`config.mk`:
```
export PLATFORM = sky130hd
export DESIGN_NAME = rx_fifo_trig
export DESIGN_NICKNAME = d
export VERILOG_FILES = /design/src/rtl/rxq_pkg.sv /design/src/rtl/rxq_store.sv /design/src/rtl/rxq_flags.sv /design/src/rtl/rx_fifo_trig.sv
export SDC_FILE = /design/constraint.sdc
export NUM_CORES = 1
export LEC_CHECK = 0
export ABC_AREA = 1
export BUFFER_PORTS_ARGS = -buffer_cell sky130_fd_sc_hd__clkbuf_2
export CAP_MARGIN = 20
export CELL_PAD_IN_SITES_DETAIL_PLACEMENT = 1
export CELL_PAD_IN_SITES_GLOBAL_PLACEMENT = 1
export CORE_MARGIN = 3
export CORE_UTILIZATION = 43
export DETAILED_ROUTE_END_ITERATION = 16
export GPL_ROUTABILITY_DRIVEN = 0
export PLACE_DENSITY_LB_ADDON = 0.15
export SYNTH_ARGS = -nofsm -noshare
export SYNTH_HDL_FRONTEND = slang
export SYNTH_SLANG_ARGS = --single-unit
```
`constraint.sdc`:
```
create_clock -name clk -period 3.3 [get_ports clk]
set_clock_uncertainty 0.15 [all_clocks]
set_input_delay 0.33 -clock clk [delete_from_list [all_inputs] [get_ports clk]]
set_output_delay 0.33 -clock clk [all_outputs]
set_load 0.01 [all_outputs]
```
`src/rtl/rxq_pkg.sv`:
```
package rxq_pkg;

    typedef enum logic [1:0] {
        FL_EMPTY    = 2'd0,
        FL_BELOW    = 2'd1,
        FL_AT_TRIG  = 2'd2
    } fl_state_e;

    localparam int CLR_BIT  = 1;
    localparam int TRIG_LSB = 7;
    localparam int FC_LSB   = 9;

    function automatic int unsigned trig_of(input logic [1:0] code);
        case (code)
            2'd0:    return 1;
            2'd1:    return 4;
            2'd2:    return 8;
            default: return 14;
        endcase
    endfunction

    function automatic int unsigned flow_of(input logic [2:0] code);
        case (code)
            3'd0:    return 15;
            3'd1:    return 1;
            default: return 2 * int'(code);
        endcase
    endfunction

endpackage

```
`src/rtl/rxq_store.sv`:
```
module rxq_store #(
    parameter int DW    = 8,
    parameter int DEPTH = 16,
    localparam int AW   = $clog2(DEPTH),
    localparam int CW   = AW + 1
) (
    input  logic          clk,
    input  logic          rst_n,
    input  logic          push,
    input  logic          pop,
    input  logic          clr,
    input  logic [DW-1:0] wdata,
    output logic [DW-1:0] rdata,
    output logic [CW-1:0] count,
    output logic [CW-1:0] count_nxt
);

    logic [DW-1:0] mem [DEPTH];
    logic [AW-1:0] wptr, rptr;

    always_comb begin
        if (clr)
            count_nxt = '0;
        else
            count_nxt = count + CW'(push) - CW'(pop);
    end

    always_ff @(posedge clk or negedge rst_n) begin
        if (!rst_n) begin
            wptr  <= '0;
            rptr  <= '0;
            count <= '0;
        end else begin
            count <= count_nxt;
            if (clr) begin
                wptr <= '0;
                rptr <= '0;
            end else begin
                if (push) wptr <= wptr + 1'b1;
                if (pop)  rptr <= rptr + 1'b1;
            end
        end
    end

    always_ff @(posedge clk) begin
        if (push && !clr) mem[wptr] <= wdata;
    end

    assign rdata = (count != '0) ? mem[rptr] : '0;

    AST_LEVEL_BOUND: assert property (@(posedge clk) disable iff (!rst_n)
        count <= CW'(DEPTH));
    AST_PUSHPOP_HOLD: assert property (@(posedge clk) disable iff (!rst_n)
        (push && pop && !clr) |=> $stable(count));
    AST_CLEAR_EMPTIES: assert property (@(posedge clk) disable iff (!rst_n)
        clr |=> (count == '0));
    AST_EMPTY_READS_ZERO: assert property (@(posedge clk) disable iff (!rst_n)
        (count == '0) |-> (rdata == '0));

endmodule

```
`src/rtl/rxq_flags.sv`:
```
module rxq_flags
    import rxq_pkg::*;
#(
    parameter int CW = 5
) (
    input  logic          clk,
    input  logic          rst_n,
    input  logic [CW-1:0] count_nxt,
    input  logic [CW-1:0] trig_nxt,
    output logic          full_flag,
    output logic          ready_flag
);

    fl_state_e st_q, st_d;

    always_comb begin
        if (count_nxt == '0)
            st_d = FL_EMPTY;
        else if (count_nxt >= trig_nxt)
            st_d = FL_AT_TRIG;
        else
            st_d = FL_BELOW;
    end

    always_ff @(posedge clk or negedge rst_n) begin
        if (!rst_n) st_q <= FL_EMPTY;
        else        st_q <= st_d;
    end

    always_comb begin
        full_flag  = 1'b0;
        ready_flag = 1'b0;
        unique case (st_q)
            FL_EMPTY:   ;
            FL_BELOW:   ready_flag = 1'b1;
            FL_AT_TRIG: full_flag  = 1'b1;
            default:    ;
        endcase
    end

endmodule

```
`src/rtl/rx_fifo_trig.sv`:
```
module rx_fifo_trig
    import rxq_pkg::*;
#(
    parameter int DW     = 8,
    parameter int DEPTH  = 16,
    parameter int CTRL_W = 12,
    localparam int CW    = $clog2(DEPTH) + 1
) (
    input  logic              clk,
    input  logic              rst_n,
    input  logic [DW-1:0]     rx_byte,
    input  logic              rx_valid,
    input  logic              rd_req,
    output logic [DW-1:0]     rd_data,
    input  logic              ctrl_wr,
    input  logic [CTRL_W-1:0] ctrl_wdata,
    output logic [CTRL_W-1:0] ctrl_rdata,
    input  logic              lsr_rd,
    output logic              lsr_overrun,
    output logic [CW-1:0]     rx_level,
    output logic              rx_full,
    output logic              data_ready,
    output logic              accept_ok
);

    logic [CTRL_W-1:0] ctrl_q, ctrl_nxt;
    logic              clr, push, pop, level_max, ovr_evt, ovr_q;
    logic [CW-1:0]     count, count_nxt, trig_nxt, trig_cur, flow_cur;

    assign clr      = ctrl_wr && ctrl_wdata[CLR_BIT];
    assign ctrl_nxt = ctrl_wr ? (ctrl_wdata & ~(CTRL_W'(1) << CLR_BIT)) : ctrl_q;

    always_ff @(posedge clk or negedge rst_n) begin
        if (!rst_n) ctrl_q <= '0;
        else        ctrl_q <= ctrl_nxt;
    end

    assign level_max = (count == CW'(DEPTH));
    assign push      = rx_valid && !level_max && !clr;
    assign pop       = rd_req && (count != '0) && !clr;
    assign ovr_evt   = rx_valid && level_max;

    always_ff @(posedge clk or negedge rst_n) begin
        if (!rst_n)       ovr_q <= 1'b0;
        else if (ovr_evt) ovr_q <= 1'b1;
        else if (lsr_rd)  ovr_q <= 1'b0;
    end

    assign trig_nxt = CW'(trig_of(ctrl_nxt[TRIG_LSB +: 2]));
    assign trig_cur = CW'(trig_of(ctrl_q[TRIG_LSB +: 2]));
    assign flow_cur = CW'(flow_of(ctrl_q[FC_LSB +: 3]));

    rxq_store #(.DW(DW), .DEPTH(DEPTH)) u_store (
        .clk       (clk),
        .rst_n     (rst_n),
        .push      (push),
        .pop       (pop),
        .clr       (clr),
        .wdata     (rx_byte),
        .rdata     (rd_data),
        .count     (count),
        .count_nxt (count_nxt)
    );

    rxq_flags #(.CW(CW)) u_flags (
        .clk        (clk),
        .rst_n      (rst_n),
        .count_nxt  (count_nxt),
        .trig_nxt   (trig_nxt),
        .full_flag  (rx_full),
        .ready_flag (data_ready)
    );

    assign accept_ok   = (count < flow_cur);
    assign rx_level    = count;
    assign ctrl_rdata  = ctrl_q;
    assign lsr_overrun = ovr_q;

    AST_OVERRUN_SET: assert property (@(posedge clk) disable iff (!rst_n)
        ovr_evt |=> lsr_overrun);
    AST_OVERRUN_CLEAR: assert property (@(posedge clk) disable iff (!rst_n)
        (lsr_rd && !ovr_evt) |=> !lsr_overrun);
    AST_FULL_AT_TRIG: assert property (@(posedge clk) disable iff (!rst_n)
        rx_full |-> (rx_level >= trig_cur));
    AST_READY_BELOW: assert property (@(posedge clk) disable iff (!rst_n)
        data_ready |-> (rx_level != '0 && rx_level < trig_cur));
    AST_NO_LOSS_FULL: assert property (@(posedge clk) disable iff (!rst_n)
        (rx_valid && level_max && !rd_req && !clr) |=> (rx_level == CW'(DEPTH)));

endmodule

```
==> results of run 1 <==
synth_stat cells:
| master | count | share of area, % |
|---|---|---|
| o22ai_1 | 1 | 0.091 |
| mux2_2 | 6 | 0.99 |
| inv_2 | 3 | 0.16 |
| buf_2 | 9 | 0.66 |
| conb_1 | 1 | 0.055 |
| fa_1 | 1 | 0.29 |
| dfrtp_1 | 27 | 9.9 |
| buf_6 | 2 | 0.33 |
| nor2_1 | 39 | 2.1 |
| a21oi_1 | 31 | 2.3 |
| ha_1 | 18 | 3.3 |
| nand2_2 | 1 | 0.091 |
| clkbuf_1 | 4 | 0.22 |
| nand4_2 | 1 | 0.18 |
| nor4_1 | 1 | 0.091 |
| nand2_1 | 233 | 13 |
| nor3_1 | 18 | 1.3 |
| xor2_1 | 1 | 0.13 |
| inv_1 | 42 | 2.3 |
| clkinv_1 | 2 | 0.11 |
| o21ai_0 | 14 | 1.0 |
| buf_4 | 9 | 0.99 |
| edfxtp_1 | 128 | 56 |
| nor2_4 | 2 | 0.33 |
| nand4_1 | 4 | 0.37 |
| nand3_1 | 52 | 3.8 |
per-stage QoR:
stage / utilization (%) / setup WS [ns] / power [mW]
global placement: 48.3 / 0.166 / 4.45
detailed placement: 48.3 / 0.0219 / 4.53
global route: 53.5 / -0.0205 / 7.00
CTS: 52.8 / 0.00202 / 6.48
floorplan: - / 0.136 / 3.79
finish: 53.5 / 0.200 / 6.57
worst min-delay path: cells and delay by family:
family	cells	cell delay (ns)
AOI/OAI and AO/OA	1	0.07
buffers and inverters	2	0.14
timing repair:
item                                   in CTS  in global routing
resized for setup                           4                 17
pin swaps                                   0                  5
setup endpoints to repair                   1                  2
setup buffers                               0                  4
endpoints found under the hold margin      37                  0
hold buffers                               11                  0
state kept, by name, summed over array words and instances (netlist names):
name,count
ctrl_rdata,11
lsr_overrun,1
u_flags.st_q,2
u_store.count,5
u_store.mem,128
u_store.rptr,4
u_store.wptr,4
layer usage:
layer / routed length (microns) / vias up / global-route usage, %
li1: - / 2364 / -
met1: 7400 / 2436 / 26.5
met2: 9320 / 136 / 37.7
met3: 1080 / 19 / 4.81
met4: 217 / 0 / 5.89
met5: 0 / - / 0
cells by family after synthesis:
logic type / after synthesis / synth area share [%]
muxes: 6 / 0.987
AOI/OAI and AO/OA: 46 / 3.38
adders and majority gates: 19 / 3.58
buffers and inverters: 71 / 4.77
other: 1 / 0.0548
xor gates and xnor gates: 1 / 0.128
and+or+nand+nor: 351 / 21.1
DFF: 155 / 66.0
power groups by stage:
stage / clock (mW) / sequential, mW / combinational [mW]
final: 1.91 / 2.40 / 2.26
after detailed placement: 0 / 2.43 / 2.10
after floorplan: 0 / 2.42 / 1.38
after global placement: 0 / 2.41 / 2.03
after CTS: 1.94 / 2.39 / 2.15
after global routing: 2.02 / 2.41 / 2.56
final timing paths:
| check | slack [ns] | depth (start not counted) | end |
|---|---|---|---|
| worst max-delay path | 0.20 | 20 | u_flags.st_q[1] |
| min in group asynchronous | 0.34 | 2 | ctrl_rdata[2] |
| max in group asynchronous | 2.14 | 2 | u_store.rptr[0] |
| worst min-delay path | 0.009 | 3 | lsr_overrun |
| worst max register to register | 0.20 | 20 | u_flags.st_q[1] |
| worst min register to register | 0.36 | 1 | ctrl_rdata[4] |
final cells by class:
class | instances | area (sq um) | share of cell area, %
Multi-Input combinational cell | 424 | 2070 | 25.2
Inverter | 47 | 176 | 2.15
Tap cell | 211 | 264 | 3.21
Clock buffer | 19 | 433 | 5.27
Sequential cell | 155 | 4520 | 55.0
Timing Repair Buffer | 95 | 608 | 7.40
Clock inverter | 13 | 145 | 1.77
==> results.tsv, run 1 <==
metric	value	unit
status	complete, no violations	
antenna_found_initial	0	
nFillCells	1682	
drtAntennaViolNets	0	
ys_ff_latch	155	
fp.dieArea	0.0175	sq mm
final_area	0.00822	sq mm
hold_path_class	in2reg	
grt-ovfl-total	0	
final_common_cell	nand2_1	
slowest_stage	fa_1	
arrival	3.26	ns
cp-end-kind	register	
synth_fp_nets	695	
final.period_utilization	93.9	%
grt_pass1_vias	5344	
path_clk_slew	0.06	ns
grt_max_degree	36	
final_cell_count_no_fill	964	
io_buffers	53	
r2r-start	u_store.count[2]	
routedWlPerCell	18.7	microns
clock_latency	0.42	ns
hold_violations	0	
syn-instance-count	650	
cpMostUsedCell	nand2_1	
power_frac_seq	36.5	%
crit_fanout	4	
required	3.46	ns
dpl_cell_area	0.00743	sq mm
cts_made_buffers	17	
critPathTopFamily	adder cells	
min_from	rx_valid	
cp-start-kind	register	
dpl.hpwl	11500	microns
dp.cells	917	
sw_frac_of_total	36.6	%
drt_pass1_iterations	4	
postSynthAreaPerCell	10.5	sq um
layout.nets	785	
switchingPower	2.40	mW
grt_pass1_wl	28900	microns
powerDensity	799	mW/mm^2
path_cells	inv_2 -> ha_4 -> nand4_4 -> nand2_2 -> inv_2 -> nand2_1 -> inv_2 -> ha_4 -> inv_2 -> ha_4 -> fa_1 -> o21ai_1 -> a21oi_2 -> ha_1 -> nand2_1 -> nand2_1 -> nand2_1 -> nand2_1 -> nand2_1 -> nand2_1	
ys_warn_count	0	
ys_seq_area_share	66.0	%
drive_above_1_share	19.1	%
area_growth	20.1	%
cpPeakStageDelay	0.46	ns
path_buf_inv	4	
crit_type	reg2reg	
first_iter_violations	286	
cts_max_path_buffers	2	
p_leak	3.51	nW
core_area	0.0154	sq mm
vias	4955	
initial_utilization	44.5	%
final_cell_mix	nand2_1, edfxtp_1, clkbuf_2	
root_buffer	clkbuf_16	
holdWs	0.00868	ns
die_h	132	microns
die_x	132	microns
diodes	0	
netlist-cell-type-count	26	
min_period	3.10	ns
max_cap_viol_count	0	
tns	0	ns
max-vdd-ir-drop	437	uV
grtUsageTotal	21.3	%
setup_viol	0	
pwr-share-comb	34.4	%
p_int	4.16	mW
max_freq	323	MHz
max_slew_margin	51.5	%
worst_pin_slew	0.728	ns
viasPerCell	5.14	
cp-startpoint	u_store.count[2]	
cts_sinks	155	
boundaryPins	55	
num_rows	45	
route.detailed.drc	0	
wirelength	18000	microns
drv_slew	0	
syn_area	0.00685	sq mm
cts_tree	built	
clockPowerShare	29.1	%
htreeDepth	4	
Power figures use the tool's default switching activity.
==> run 2: changes to the inputs <==
--- a/config.mk
+++ b/config.mk
@@ -11,7 +11,7 @@
 export CELL_PAD_IN_SITES_DETAIL_PLACEMENT = 1
 export CELL_PAD_IN_SITES_GLOBAL_PLACEMENT = 1
 export CORE_MARGIN = 3
-export CORE_UTILIZATION = 43
+export CORE_UTILIZATION = 47
 export DETAILED_ROUTE_END_ITERATION = 16
 export GPL_ROUTABILITY_DRIVEN = 0
 export PLACE_DENSITY_LB_ADDON = 0.15
==> constraint.sdc (replaced) <==
create_clock -name clk -period 3.21 [get_ports clk]
set_clock_uncertainty 0.15 [all_clocks]
set_input_delay 0.321 -clock clk [delete_from_list [all_inputs] [get_ports clk]]
set_output_delay 0.321 -clock clk [all_outputs]
set_load 0.01 [all_outputs]
==> run 2 against run 1 <==
- design area increased by 0.23%
- power increased by 4.5%
- sequential power increased by 2%
- sequential share of layout area decreased by 0.13 points
- critical path depth increased by 2
- final cell count decreased by 2.4%
- die area decreased by 8.1%
- worst hold slack improved by 0.082 ns
- sequential cell count unchanged
- fmax increased by 1.1%
- global-route usage increased by 3.3 points
==> results.tsv, run 2 (synthesized netlist as in run 1, its figures left out) <==
metric	value	unit
p_leak	3.57	nW
cp-start-kind	register	
dpl.hpwl	12200	microns
drive_above_1_share	18.9	%
grt_max_degree	67	
viasPerCell	5.41	
path_buf_inv	5	
initial_utilization	48.8	%
final_area	0.00824	sq mm
grt_pass1_wl	30000	microns
max_slew_margin	52.1	%
grt_pass1_vias	5557	
crit_fanout	2	
final_cell_count_no_fill	941	
cts_made_buffers	17	
core_area	0.0140	sq mm
r2r-start	u_store.count[3]	
cp-end-kind	register	
grtUsageTotal	24.6	%
multi_input_comb_area	0.00208	sq mm
crit_type	reg2reg	
first_iter_violations	416	
max-vdd-ir-drop	518	uV
path_clk_slew	0.06	ns
reg2reg_depth	22	
ff2ff_setup_slack	0.14	ns
path_cells	inv_2 -> ha_4 -> nand4_4 -> nand2_2 -> inv_2 -> nand2_2 -> inv_2 -> ha_4 -> inv_2 -> ha_4 -> fa_1 -> inv_2 -> nor2_4 -> ha_4 -> nand2_2 -> nand2_1 -> nand2_1 -> nand2_1 -> nand2_1 -> nand2_1 -> nand2_1 -> nand2_1	
dpl_cell_area	0.00742	sq mm
drt_pass1_iterations	5	
io_buffers	53	
cts_tree	built	
cts_sinks	155	
critPathTopFamily	adder cells	
root_buffer	clkbuf_16	
status	complete, no violations	
max_cap_viol_count	0	
grt-ovfl-total	0	
die_h	127	microns
htreeDepth	4	
vias	5088	
arrival	3.23	ns
wirelength	19000	microns
cts_max_path_buffers	2	
setup_viol	0	
min_period	3.07	ns
nFillCells	1548	
routedWlPerCell	20.2	microns
route.detailed.drc	0	
drtAntennaViolNets	0	
num_rows	43	
clock_latency	0.42	ns
hold_violations	0	
final.period_utilization	95.5	%
dp.cells	890	
layout.nets	793	
diodes	0	
largest_register	u_store.mem	
powerDensity	833	mW/mm^2
min_from	ctrl_wdata[7]	
drv_slew	0	
final_cell_mix	nand2_1, edfxtp_1, clkbuf_2	
required	3.37	ns
largest_register_ffs	128	
min_path_cells	3	
rsz0062_at_grt	yes	
die_x	127	microns
worstHoldEndpoint	ctrl_rdata[7]	
hold_path_class	in2reg	
antenna_found_initial	0	
max_freq	326	MHz
cpMostUsedCell	nand2_1	
cpPeakStageDelay	0.50	ns
worst_pin_slew	0.719	ns
area_growth	20.3	%
slowest_stage	fa_1	
regArea	0.00452	sq mm
reg2reg_to	u_flags.st_q[1]	
fp.dieArea	0.0161	sq mm
final_common_cell	nand2_1	
boundaryPins	55	
run 2: changes by cell type in the layout (fill, tap and decap cells not counted), sizes merged:
cell / previous run / this run
buf: 31 / 38
bufinv: 2 / 3
clkinv: 6 / 12
clkinvlp: 6 / 0
dlygate4sd3: 11 / 12
inv: 46 / 45
run 2: worst reg2reg max path, stage by stage (launching register included):
cell	delay (ns)
dfrtp_1	0.39
inv_2	0.08
ha_4	0.15
nand4_4	0.10
nand2_2	0.09
inv_2	0.04
nand2_2	0.05
inv_2	0.06
ha_4	0.26
inv_2	0.04
ha_4	0.15
fa_1	0.50
inv_2	0.06
nor2_4	0.14
ha_4	0.23
nand2_2	0.06
nand2_1	0.05
nand2_1	0.06
nand2_1	0.06
nand2_1	0.08
nand2_1	0.07
nand2_1	0.06
nand2_1	0.05
run 2: timing repair:
action | in CTS | in global routing
resized for setup | 13 | 8
buffers inserted | 2 | 5
hold buffers | 12 | 0
setup endpoints to repair | 2 | 2
hold endpoints to repair | 37 | 0
pin swaps | 8 | 9
run 2: worst max-delay path by stage:
| stage | startpoint | to | cells past startpoint |
|---|---|---|---|
| 6_report | u_store.count[3] | u_flags.st_q[1] | 22 |
| 5_1_grt | u_store.count[3] | u_flags.st_q[1] | 22 |
| 4_1_cts | u_store.count[3] | u_flags.st_q[1] | 22 |
| 3_5_place_dp | u_store.count[3] | u_flags.st_q[1] | 22 |
| 3_3_place_gp | u_store.count[3] | u_flags.st_q[1] | 22 |
| 2_1_floorplan | u_store.count[3] | u_flags.st_q[1] | 22 |
run 2: metal layers:
metal	GRT usage, %	wire length [microns]
met1	30.5	7640
met2	43.2	10100
met3	4.72	853
met4	8.58	420
met5	0	0
run 2: layout make-up:
type                            instances  area share (%)
Sequential cell                       155            54.9
Tap cell                              180            2.73
Multi-Input combinational cell        424            25.3
Timing Repair Buffer                  103            8.14
Clock buffer                           19            5.25
Clock inverter                         13            1.59
Inverter                               47            2.14
run 2: where the power goes:
| group | switching [mW] | internal, mW | total, mW | leakage [nW] |
|---|---|---|---|---|
| sequential | 0.101 | 2.35 | 2.45 | 1.49 |
| clock | 0.769 | 1.20 | 1.97 | 0.277 |
| combinational | 1.62 | 0.828 | 2.44 | 1.80 |
| total | 2.49 | 4.37 | 6.86 | 3.57 |
run 2: metrics by stage:
| step | util, % | hold WS [ns] | total power [mW] | worst slack, ns | setup TNS [ns] |
|---|---|---|---|---|---|
| finish | 58.7 | 0.0908 | 6.86 | 0.145 | 0 |
| global route | 58.7 | 0.124 | 7.28 | -0.0740 | -0.0933 |
| CTS | 58.1 | 0.0836 | 6.77 | 0.00916 | 0 |
| detailed placement | 52.8 | 0.260 | 4.70 | -0.145 | -0.224 |
| global placement | 52.8 | 0.250 | 4.55 | 0.0699 | 0 |
| floorplan | - | -0.125 | 3.90 | 0.0455 | 0 |
==> run 3: changes to the inputs <==
==> constraint.sdc (replaced) <==
create_clock -name clk -period 3.21 [get_ports clk]
set_clock_uncertainty 0.15 [all_clocks]
set_input_delay 0.4815 -clock clk [delete_from_list [all_inputs] [get_ports clk]]
set_output_delay 0.4815 -clock clk [all_outputs]
set_load 0.01 [all_outputs]
==> run 3 against run 2 <==
- final cell count decreased by 0.21%
- sequential power hardly changed
- register-to-register slack worse by 0.096 ns
- design area increased by 0.65%
- critical endpoint is now u_store.rptr[2]
==> results.tsv, run 3 (synthesized netlist as in run 1, its figures left out) <==
metric	value	unit
status	complete, no violations	
die_x	127	microns
path_cells	inv_2 -> ha_4 -> nand4_4 -> nand2_4 -> buf_6 -> buf_4 -> buf_4 -> buf_4 -> buf_4 -> buf_4 -> buf_4 -> buf_4 -> buf_4 -> buf_4 -> buf_4 -> buf_4 -> buf_4 -> buf_4 -> buf_4 -> nand2_4 -> o21ai_2	
cpPeakStageDelay	0.36	ns
cts_max_path_buffers	2	
cts_made_buffers	17	
diodes	0	
cp-end-kind	register	
grt_max_degree	68	
hold_path_class	in2reg	
worst_pin_slew	0.803	ns
max_slew_margin	46.3	%
first_iter_violations	290	
final_cell_mix	nand2_1, edfxtp_1, clkbuf_2	
min_period	3.16	ns
grt_pass1_wl	31400	microns
max_cap_viol_count	0	
root_buffer	clkbuf_16	
required	3.36	ns
num_rows	43	
layout.nets	791	
fin_util	59.1	%
htreeDepth	4	
path_clk_slew	0.06	ns
die_h	127	microns
crit_fanout	4	
cpMostUsedCell	buf_4	
cts_sinks	155	
critPathTopFamily	buffers and inverters	
core_area	0.0140	sq mm
p_leak	3.60	nW
wirelength	20500	microns
route.detailed.drc	0	
drt_pass1_iterations	4	
path_buf_inv	16	
grt_pass1_vias	5749	
hold_violations	0	
final.period_utilization	98.5	%
cts_tree	built	
slowest_stage	dfrtp_1	
largest_register_ffs	128	
max_freq	316	MHz
boundaryPins	55	
io_buffers	53	
antenna_found_initial	0	
dpl.hpwl	12100	microns
routedWlPerCell	21.8	microns
powerDensity	854	mW/mm^2
fp.dieArea	0.0161	sq mm
rsz0062_at_grt	yes	
drive_above_1_share	21.6	%
setup_viol	0	
crit_type	reg2reg	
grt-ovfl-total	0	
clock_latency	0.44	ns
drtAntennaViolNets	0	
grtUsageTotal	26.2	%
vias	5140	
area_growth	21.1	%
max-vdd-ir-drop	538	uV
cp-start-kind	register	
drv_slew	0	
initial_utilization	48.8	%
largest_register	u_store.mem	
viasPerCell	5.47	
total_power	7.08	mW
arrival	3.31	ns
final_common_cell	nand2_1	
## run 3: cell type report
type | instances | area (sq um)
Clock inverter | 12 | 170
Clock buffer | 20 | 447
Tap cell | 180 | 225
Inverter | 47 | 179
Sequential cell | 155 | 4520
Fill cell | 1546 | 5750
Multi-Input combinational cell | 424 | 2110
Timing Repair Buffer | 101 | 644
## run 3: repair_timing
item | CTS | global route
hold buffers | 1 | 0
pin swaps | 2 | 13
setup buffers | 17 | 3
setup endpoints to repair | 2 | 6
resized for setup | 3 | 31
hold endpoints to repair | 27 | 0
## run 3: worst paths after layout
check / startpoint / to / slack [ns] / cells after the start
worst max-delay path: u_store.count[3] / u_store.rptr[2] / 0.05 / 21
worst min-delay path: lsr_rd / lsr_overrun / 0.1 / 2
worst max register to register: u_store.count[3] / u_store.rptr[2] / 0.05 / 21
worst min register to register: ctrl_rdata[4] / ctrl_rdata[4] / 0.36 / 1
max in group asynchronous: rst_n / u_store.rptr[0] / 1.91 / 2
min in group asynchronous: rst_n / u_flags.st_q[1] / 0.48 / 2
## run 3: power by group
| part | internal, mW | switching, mW |
|---|---|---|
| Combinational | 0.868 | 1.64 |
| Clock | 1.32 | 0.799 |
| Sequential | 2.35 | 0.108 |
## run 3: metrics by stage
step | hold slack [ns] | cells | worst slack [ns] | area, sq um | setup TNS (ns)
6_report | 0.0972 | 939 | 0.0485 | 8290 | 0
5_1_grt | 0.0967 | 939 | -0.106 | 8290 | -0.133
4_1_cts | 0.0841 | 938 | 0.0134 | 8180 | 0
3_5_place_dp | 0.349 | 888 | -0.0366 | 7420 | -0.0366
3_3_place_gp | 0.341 | 888 | 0.0711 | 7420 | 0
2_1_floorplan | 0.0359 | 650 | 0.0455 | 6850 | 0
## run 3: per-layer routing
metal | wire length (microns) | global-route usage, % | share of wire [%]
met2 | 10900 | 46.1 | 53
met5 | 0 | 0 | 0
met4 | 691 | 11.5 | 3.4
met1 | 8100 | 30.4 | 39
met3 | 826 | 6.15 | 4.0
## run 3: worst register-to-register path, stage by stage (launching register included)
cell and delay, ns:
dfrtp_1 0.36, inv_2 0.07, ha_4 0.18, nand4_4 0.11, nand2_4 0.07, buf_6 0.12
buf_4 0.13, buf_4 0.13, buf_4 0.13, buf_4 0.12, buf_4 0.13, buf_4 0.14
buf_4 0.13, buf_4 0.13, buf_4 0.12, buf_4 0.13, buf_4 0.13, buf_4 0.13
buf_4 0.13, buf_4 0.13, nand2_4 0.09, o21ai_2 0.07
